<file path="config.mk">
export PLATFORM = sky130hd
export DESIGN_NAME = ep0_out_ctrl
export DESIGN_NICKNAME = d
export VERILOG_FILES = /design/src/rtl/ep0_out_pkg.sv /design/src/rtl/ep0_out_regs.sv /design/src/rtl/ep0_out_hs.sv /design/src/rtl/ep0_out_ctrl.sv
export SDC_FILE = /design/constraint.sdc
export NUM_CORES = 1
export LEC_CHECK = 0
export ABC_AREA = 1
export BUFFER_PORTS_ARGS = -buffer_cell sky130_fd_sc_hd__buf_2
export CORE_MARGIN = 5
export CORE_UTILIZATION = 27
export CTS_CLUSTER_SIZE = 10
export DETAILED_ROUTE_END_ITERATION = 8
export PLACE_DENSITY = 0.85
export SETUP_SLACK_MARGIN = 0.02
export SLEW_MARGIN = 10
export SYNTH_ARGS = -nofsm -noshare
export SYNTH_HDL_FRONTEND = slang
export SYNTH_HIERARCHICAL = 1
export SYNTH_SLANG_ARGS = --single-unit
</file>
<file path="constraint.sdc">
create_clock -name clk -period 0.8 [get_ports clk]
set_input_delay 0.12 -clock clk [delete_from_list [all_inputs] [get_ports clk]]
set_output_delay 0.12 -clock clk [all_outputs]
set_load 0.05 [all_outputs]
</file>
<file path="src/rtl/ep0_out_pkg.sv">
package ep0_out_pkg;

   typedef enum logic [1:0] {
      HS_NONE  = 2'd0,
      HS_ACK   = 2'd1,
      HS_NAK   = 2'd2,
      HS_STALL = 2'd3
   } hs_e;

   // bit positions software relies on
   localparam int EN_BIT     = 31;
   localparam int DIS_BIT    = 30;
   localparam int SNAK_BIT   = 27;
   localparam int CNAK_BIT   = 26;
   localparam int STALL_BIT  = 21;
   localparam int SNOOP_BIT  = 20;
   localparam int NAKSTS_BIT = 17;
   localparam int ACT_BIT    = 15;

endpackage

</file>
<file path="src/rtl/ep0_out_regs.sv">
module ep0_out_regs
   import ep0_out_pkg::*;
#(
   parameter int REG_W    = 32,
   parameter int MPS_W    = 2,
   parameter bit SNOOP_EN = 1'b1,
   localparam int NBYTES  = REG_W / 8
) (
   input  logic              clk,
   input  logic              rst_n,
   input  logic              wr,
   input  logic [NBYTES-1:0] wstrb,
   input  logic [REG_W-1:0]  wdata,
   input  logic              hw_en_clr,
   input  logic              hw_nak_set,
   input  logic              hw_stall_clr,
   input  logic [MPS_W-1:0]  in_mps,
   output logic              en_q,
   output logic              nak_q,
   output logic              stall_q,
   output logic              snoop_q,
   output logic [REG_W-1:0]  rdata
);

   if (REG_W != 32) begin : g_bad_width
      $error("ep0_out_regs: REG_W must be 32");
   end
   if (MPS_W < 1 || MPS_W > 8) begin : g_bad_mps
      $error("ep0_out_regs: MPS_W out of range");
   end

   logic [REG_W-1:0] wmask;
   logic [REG_W-1:0] wset;

   for (genvar b = 0; b < NBYTES; b++) begin : g_bytes
      assign wmask[b*8 +: 8] = {8{wr & wstrb[b]}};
   end
   assign wset = wdata & wmask;

   logic unused_wset;
   assign unused_wset = ^wset;

   always_ff @(posedge clk) begin
      if (!rst_n) begin
         en_q    <= 1'b0;
         nak_q   <= 1'b0;
         stall_q <= 1'b0;
      end else begin
         if (hw_en_clr)           en_q <= 1'b0;
         else if (wset[EN_BIT])   en_q <= 1'b1;

         if (wset[SNAK_BIT] || hw_nak_set) nak_q <= 1'b1;
         else if (wset[CNAK_BIT])          nak_q <= 1'b0;

         if (hw_stall_clr)          stall_q <= 1'b0;
         else if (wset[STALL_BIT])  stall_q <= 1'b1;
      end
   end

   if (SNOOP_EN) begin : g_snoop
      always_ff @(posedge clk) begin
         if (!rst_n)
            snoop_q <= 1'b0;
         else if (wr && wstrb[SNOOP_BIT/8])
            snoop_q <= wdata[SNOOP_BIT];
      end
   end else begin : g_no_snoop
      assign snoop_q = 1'b0;
   end

   always_comb begin
      rdata             = '0;
      rdata[EN_BIT]     = en_q;
      rdata[STALL_BIT]  = stall_q;
      rdata[SNOOP_BIT]  = snoop_q;
      rdata[NAKSTS_BIT] = nak_q;
      rdata[ACT_BIT]    = 1'b1;
      rdata[MPS_W-1:0]  = in_mps;
   end


   en_hw_clr_chk: assert property (@(posedge clk) disable iff (!rst_n)
      hw_en_clr |=> !en_q);

   nak_hw_set_chk: assert property (@(posedge clk) disable iff (!rst_n)
      hw_nak_set |=> nak_q);

   stall_clr_chk: assert property (@(posedge clk) disable iff (!rst_n)
      hw_stall_clr |=> !stall_q);

   stall_sticky_chk: assert property (@(posedge clk) disable iff (!rst_n)
      (stall_q && !hw_stall_clr) |=> stall_q);

endmodule

</file>
<file path="src/rtl/ep0_out_hs.sv">
module ep0_out_hs
   import ep0_out_pkg::*;
(
   input  logic clk,
   input  logic rst_n,
   input  logic setup_data,
   input  logic out_data,
   input  logic crc_ok,
   input  logic en,
   input  logic nak,
   input  logic stall,
   input  logic snoop,
   input  logic gnak,
   input  logic room,
   output hs_e  hs_q,
   output logic wr_q
);

   hs_e  hs_d;
   logic wr_d;

   always_comb begin
      hs_d = HS_NONE;
      wr_d = 1'b0;
      if (setup_data) begin
         hs_d = HS_ACK;
         wr_d = 1'b1;
      end else if (out_data) begin
         if (!crc_ok && !snoop)      hs_d = HS_NONE;
         else if (stall)             hs_d = HS_STALL;
         else if (nak || gnak)       hs_d = HS_NAK;
         else if (!en || !room)      hs_d = HS_NAK;
         else begin
            hs_d = HS_ACK;
            wr_d = 1'b1;
         end
      end
   end

   always_ff @(posedge clk) begin
      if (!rst_n) begin
         hs_q <= HS_NONE;
         wr_q <= 1'b0;
      end else begin
         hs_q <= hs_d;
         wr_q <= wr_d;
      end
   end


   setup_ack_chk: assert property (@(posedge clk) disable iff (!rst_n)
      setup_data |=> (hs_q == HS_ACK && wr_q));

   stall_prio_chk: assert property (@(posedge clk) disable iff (!rst_n)
      (out_data && !setup_data && stall && (crc_ok || snoop)) |=> hs_q == HS_STALL);

   wr_only_ack_chk: assert property (@(posedge clk) disable iff (!rst_n)
      wr_q |-> hs_q == HS_ACK);

   crc_drop_chk: assert property (@(posedge clk) disable iff (!rst_n)
      (out_data && !setup_data && !crc_ok && !snoop) |=> (hs_q == HS_NONE && !wr_q));

endmodule

</file>
<file path="src/rtl/ep0_out_ctrl.sv">
module ep0_out_ctrl
   import ep0_out_pkg::*;
#(
   parameter int REG_W    = 32,
   parameter int MPS_W    = 2,
   parameter bit SNOOP_EN = 1'b1,
   localparam int NBYTES  = REG_W / 8
) (
   input  logic              clk,
   input  logic              rst_n,
   input  logic              reg_wr,
   input  logic [NBYTES-1:0] reg_wstrb,
   input  logic [REG_W-1:0]  reg_wdata,
   output logic [REG_W-1:0]  reg_rdata,
   input  logic              setup_tok,
   input  logic              setup_data,
   input  logic              out_data,
   input  logic              out_crc_ok,
   input  logic              xfer_done,
   input  logic              gnak,
   input  logic              fifo_room,
   input  logic [MPS_W-1:0]  in_mps,
   output logic [1:0]        hs_code,
   output logic              fifo_wr,
   output logic              irq_setup_done,
   output logic              irq_xfer_done
);

   logic en_q, nak_q, stall_q, snoop_q;
   hs_e  hs_q;

   ep0_out_regs #(.REG_W(REG_W), .MPS_W(MPS_W), .SNOOP_EN(SNOOP_EN)) u_regs (
      .clk          (clk),
      .rst_n        (rst_n),
      .wr           (reg_wr),
      .wstrb        (reg_wstrb),
      .wdata        (reg_wdata),
      .hw_en_clr    (setup_data | xfer_done),
      .hw_nak_set   (setup_data | xfer_done),
      .hw_stall_clr (setup_tok),
      .in_mps       (in_mps),
      .en_q         (en_q),
      .nak_q        (nak_q),
      .stall_q      (stall_q),
      .snoop_q      (snoop_q),
      .rdata        (reg_rdata)
   );

   ep0_out_hs u_hs (
      .clk        (clk),
      .rst_n      (rst_n),
      .setup_data (setup_data),
      .out_data   (out_data),
      .crc_ok     (out_crc_ok),
      .en         (en_q),
      .nak        (nak_q),
      .stall      (stall_q),
      .snoop      (snoop_q),
      .gnak       (gnak),
      .room       (fifo_room),
      .hs_q       (hs_q),
      .wr_q       (fifo_wr)
   );

   assign hs_code = hs_q;

   always_ff @(posedge clk) begin
      if (!rst_n) begin
         irq_setup_done <= 1'b0;
         irq_xfer_done  <= 1'b0;
      end else begin
         irq_setup_done <= setup_data;
         irq_xfer_done  <= xfer_done;
      end
   end


   irq_disarm_chk: assert property (@(posedge clk) disable iff (!rst_n)
      (irq_setup_done || irq_xfer_done) |-> !reg_rdata[EN_BIT]);

   setup_irq_chk: assert property (@(posedge clk) disable iff (!rst_n)
      irq_setup_done |-> fifo_wr);

endmodule

</file>
# [Word level (Yosys, flattened, before mapping)]
# Index checks and enable logic that the tools add are counted.
[op_classes] n_reduce_logical=13 n_bitwise=8 mux=14
[ops] op="$and A32 B32 Y32" n=1
[ops] op="$mux W1" n=11
[ops] op="$mux W2" n=3
[ops] op="$and A1 B1 Y1" n=4
[ops] op="$logic_not A1 Y1" n=4
[ops] op="$reduce_or A2 Y1" n=2
[ops] op="$reduce_or A4 Y1" n=1
[ops] op="$logic_or A1 B1 Y1" n=3
[ops] op="$logic_and A1 B1 Y1" n=2
[ops] op="$not A1 Y1" n=2
[ops] op="$reduce_bool A2 Y1" n=1
[ops] op="$or A1 B1 Y1" n=1
[totals] register_bits=9 input_bits=48 out_inout_bits=37

# [Longest topological paths before layout]
[depth] ltp_word=8 depth_mapped=6 depth_no_buf=6

# [By module]
# The synthesis kept the hierarchy.
[by_module_without_submodules] module="ep0_out_regs" seq_area_each_um2=80.1 cells_each=61 area_each_um2=425.4 n_inst=1
[by_module_without_submodules] module="ep0_out_hs" seq_area_each_um2=60.1 cells_each=25 area_each_um2=146.4 n_inst=1
[by_module_without_submodules] module="ep0_out_ctrl" seq_area_each_um2=40.0 cells_each=9 area_each_um2=66.3 n_inst=1

# [Worst setup path before layout]
# No wires, ideal clock.
[synth_path] kind="register to output" from="register u_hs.wr_q" to="output port fifo_wr" slack_ns=0.093 path_stages_with_launch=1 n_path_buf=0 t_arrival_ns=0.587 cell_sequence="dfxtp_1"
[synth_lines] item="from (decl)" line="ep0_out_hs.sv:16" text="output logic wr_q"
[synth_lines] item="from (signal assigned)" line="ep0_out_hs.sv:46" text="wr_q <= wr_d;"
[synth_lines] item="to (decl)" line="ep0_out_ctrl.sv:24" text="output logic fifo_wr,"
# No word-level cell between the ends.

# [Worst setup path after layout]
[layout_path] from="register u_regs.snoop_q" to="output port reg_rdata[20]"
[layout_lines] item="from (decl)" line="ep0_out_regs.sv:21" text="output logic snoop_q,"
[layout_lines] item="from (signal assigned)" line="ep0_out_regs.sv:65" text="snoop_q <= wdata[SNOOP_BIT];"
[layout_lines] item="to (decl)" line="ep0_out_ctrl.sv:14" text="output logic [REG_W-1:0] reg_rdata,"
# No word-level cell between the ends.

==> out/results.ini <==
[cells_and_area]
stdcell_count=147
areaGrowthSynthToFinish_pct=28.04
post_layout_utilization_of_the_core_pct=36.58
finalInstanceArea_um2=817.0
nets=168
number_of_antenna_cells_inserted=0
most_common_library_cell_in_the_layout_ignoring_fill_and_taps=conb_1
mostFrequentLayoutCells=conb_1, nand2_1, buf_2
post_route_cells_drive_above_1_share_pct=39.50

[synth]
syn-cell-area_um2=638.1
synth.yosys.warnings=6
synth_sequential_area_ratio_pct=28.24
post_synth_inst_count=95
yosys_register_bits=9
yosys.cell_types.count=12
avg_cell_area_syn_um2=6.717

[setup_path]
crit_path_max_fanout=3
critical_path.n_buffers_inverters=1
cp.arrival_ps=770
timing.setup.critical_path_class=flip-flop to output port
worst_path_dominant_cell_family=flip-flops
crit_path_end_kind=output port
r2r_setup_slack_ps=-50
crit_path_depth=1
worstRegToRegCells=5
cp-start-kind=flip-flop
worst_path_largest_cell_delay_ps=360
cpMaxStageDelayCell=dfxtp_2
crit_required_ps=680
cp_cell_sequence=buf_8

[place]
numPlacedInstances=141
post-place-ws_ps=35.64
placement.io_buffers=25
gp_congestion=0.6881
postPlaceCellArea_um2=655.6
place_hpwl_um=1051

[detailed_routing]
detail_route.first_pass.iterations=4
routedWlPerCell_um=8.252
postRouteAntennaNets=0
routed_wirelength_um=1213
drc_violations_left=0
dr.first_iter.drc_count=13
vias=492
viasPerCell=3.347

[die]
ioPinCount=85
core_area_mm2=0.002233
initial_utilization_pct=28.57
core.rowCount=17
dieHeight_um=58.62
design.die.area_mm2=0.003436
die_width_um=58.62

[cts]
cts_tree=built
cts_made_buffers=3
max-clock-path-buffers=2
worstSkewPairLatency_ps=260
clk_root_buffer_cell=clkbuf_4
cts.sinks=9
clk_transition_reported_paths_ps=60
cts_hold_buf=0
cts_max_level=1

[timing]
slew_viol_final=0
fin_crit_ps=887.1
report.final.hold_viol_count=0
rsz0062_at_grt=yes
fin_crit_sh_pct=110.9
fin_skew_ps=2.282
setup_violations=11
max_freq_mhz=1127
final.setup.worst_slack_ps=-87.05

[run]
drv.max_cap_violation_count=0

[min_path]
worstHoldPathType=primary input to flip-flop
hold-path-cell-count=2

[grt]
first_pass_grt_wire_length_um=1752
gr-total-overflow=0
first_global_vias=427
initial_antenna_violation_count=0
grt_start_max_net_pins=8
global_route.usage.total_pct=6.988

[pwr]
power.ir.vdd_worst_mv=0.5342
power_uw=1363
total_leakage_power_uw=0.0004857
cellPowerDensity_mw_per_mm2=1668

[outcome]
run_status=finished, violations left
violations_in_the_final_reports=negative setup slack

## sequential cells by signal, summed over array words and instances (netlist names)
name            flops
irq_setup_done      1
u_hs/hs_q           2
irq_xfer_done       1
u_regs/nak_q        1
u_regs/snoop_q      1
u_regs/stall_q      1
u_hs/wr_q           1
u_regs/en_q         1
## layer usage
layer / wire (µm) / GRT usage [%] / up-vias
met2: 593 / 10.85 / 29
li1: - / - / 264
met4: 10 / 4.207 / 0
met3: 193 / 4.386 / 2
met1: 415 / 7.077 / 197
met5: 0 / 0 / -
## final timing paths
| path | from | to |
|---|---|---|
| setup reg to reg | u_regs/nak_q$_SDFFE_PN0P_ | u_hs/hs_q[1]$_SDFF_PP0_ |
| hold reg to reg | u_regs/snoop_q$_SDFFE_PN0P_ | u_regs/snoop_q$_SDFFE_PN0P_ |
| setup / recovery | u_regs/snoop_q$_SDFFE_PN0P_ | reg_rdata[20] |
| hold / removal | setup_tok | u_regs/stall_q$_SDFFE_PP0P_ |
## cells in the mapped netlist
cell type / count / area share [%]
inv_1: 14 / 8.2
dfxtp_1: 9 / 28
nor2_1: 8 / 4.7
nor2_2: 2 / 2.0
inv_2: 1 / 0.59
nand2_2: 1 / 0.98
o21ai_0: 1 / 0.78
buf_4: 32 / 38
nand2_1: 20 / 12
nand3_1: 4 / 3.1
a21oi_1: 1 / 0.78
conb_1: 2 / 1.2
## cell type report
type / instances / area, µm²
clock buffers: 4 / 26.28
fillers: 246 / 1416
inverters: 15 / 56.30
multi-input cells: 63 / 261.5
flip-flops and latches: 9 / 196.4
well taps: 28 / 35.03
repair buffers: 28 / 241.5
## power breakdown
group / internal, µW / switching [µW] / leakage, µW / total [µW]
combinational: 118 / 412 / 0.000393 / 530
sequential: 468 / 16.4 / 0.0000779 / 485
clock: 192 / 156 / 0.0000150 / 348
total: 778 / 585 / 0.000486 / 1360
## repair_timing
item | 4_1_cts | 5_1_grt
buffers inserted | 2 | 0
endpoints found under the hold margin | 0 | 0
gates resized for setup | 36 | 7
pin swaps | 1 | 4
setup endpoints to repair | 9 | 13
## per-stage QoR
| step | setup TNS [ps] | hold WS (ps) |
|---|---|---|
| finish | -591.7 | 12.14 |
| global route | -1105 | 2.045 |
| CTS | -685.9 | 3.390 |
| detailed placement | 0 | 240.4 |
| global placement | 0 | 240.4 |
| floorplan | 0 | 186.9 |
## kinds of logic after synthesis
kind of cell	Yosys count	synth area share, %
AND/OR/NAND/NOR	35	22.55
AO/OA/AOI/OAI	2	1.567
other	2	1.177
flip-flops	9	28.23
buffers and inverters	47	46.47
(Power assumes the default switching activity.)
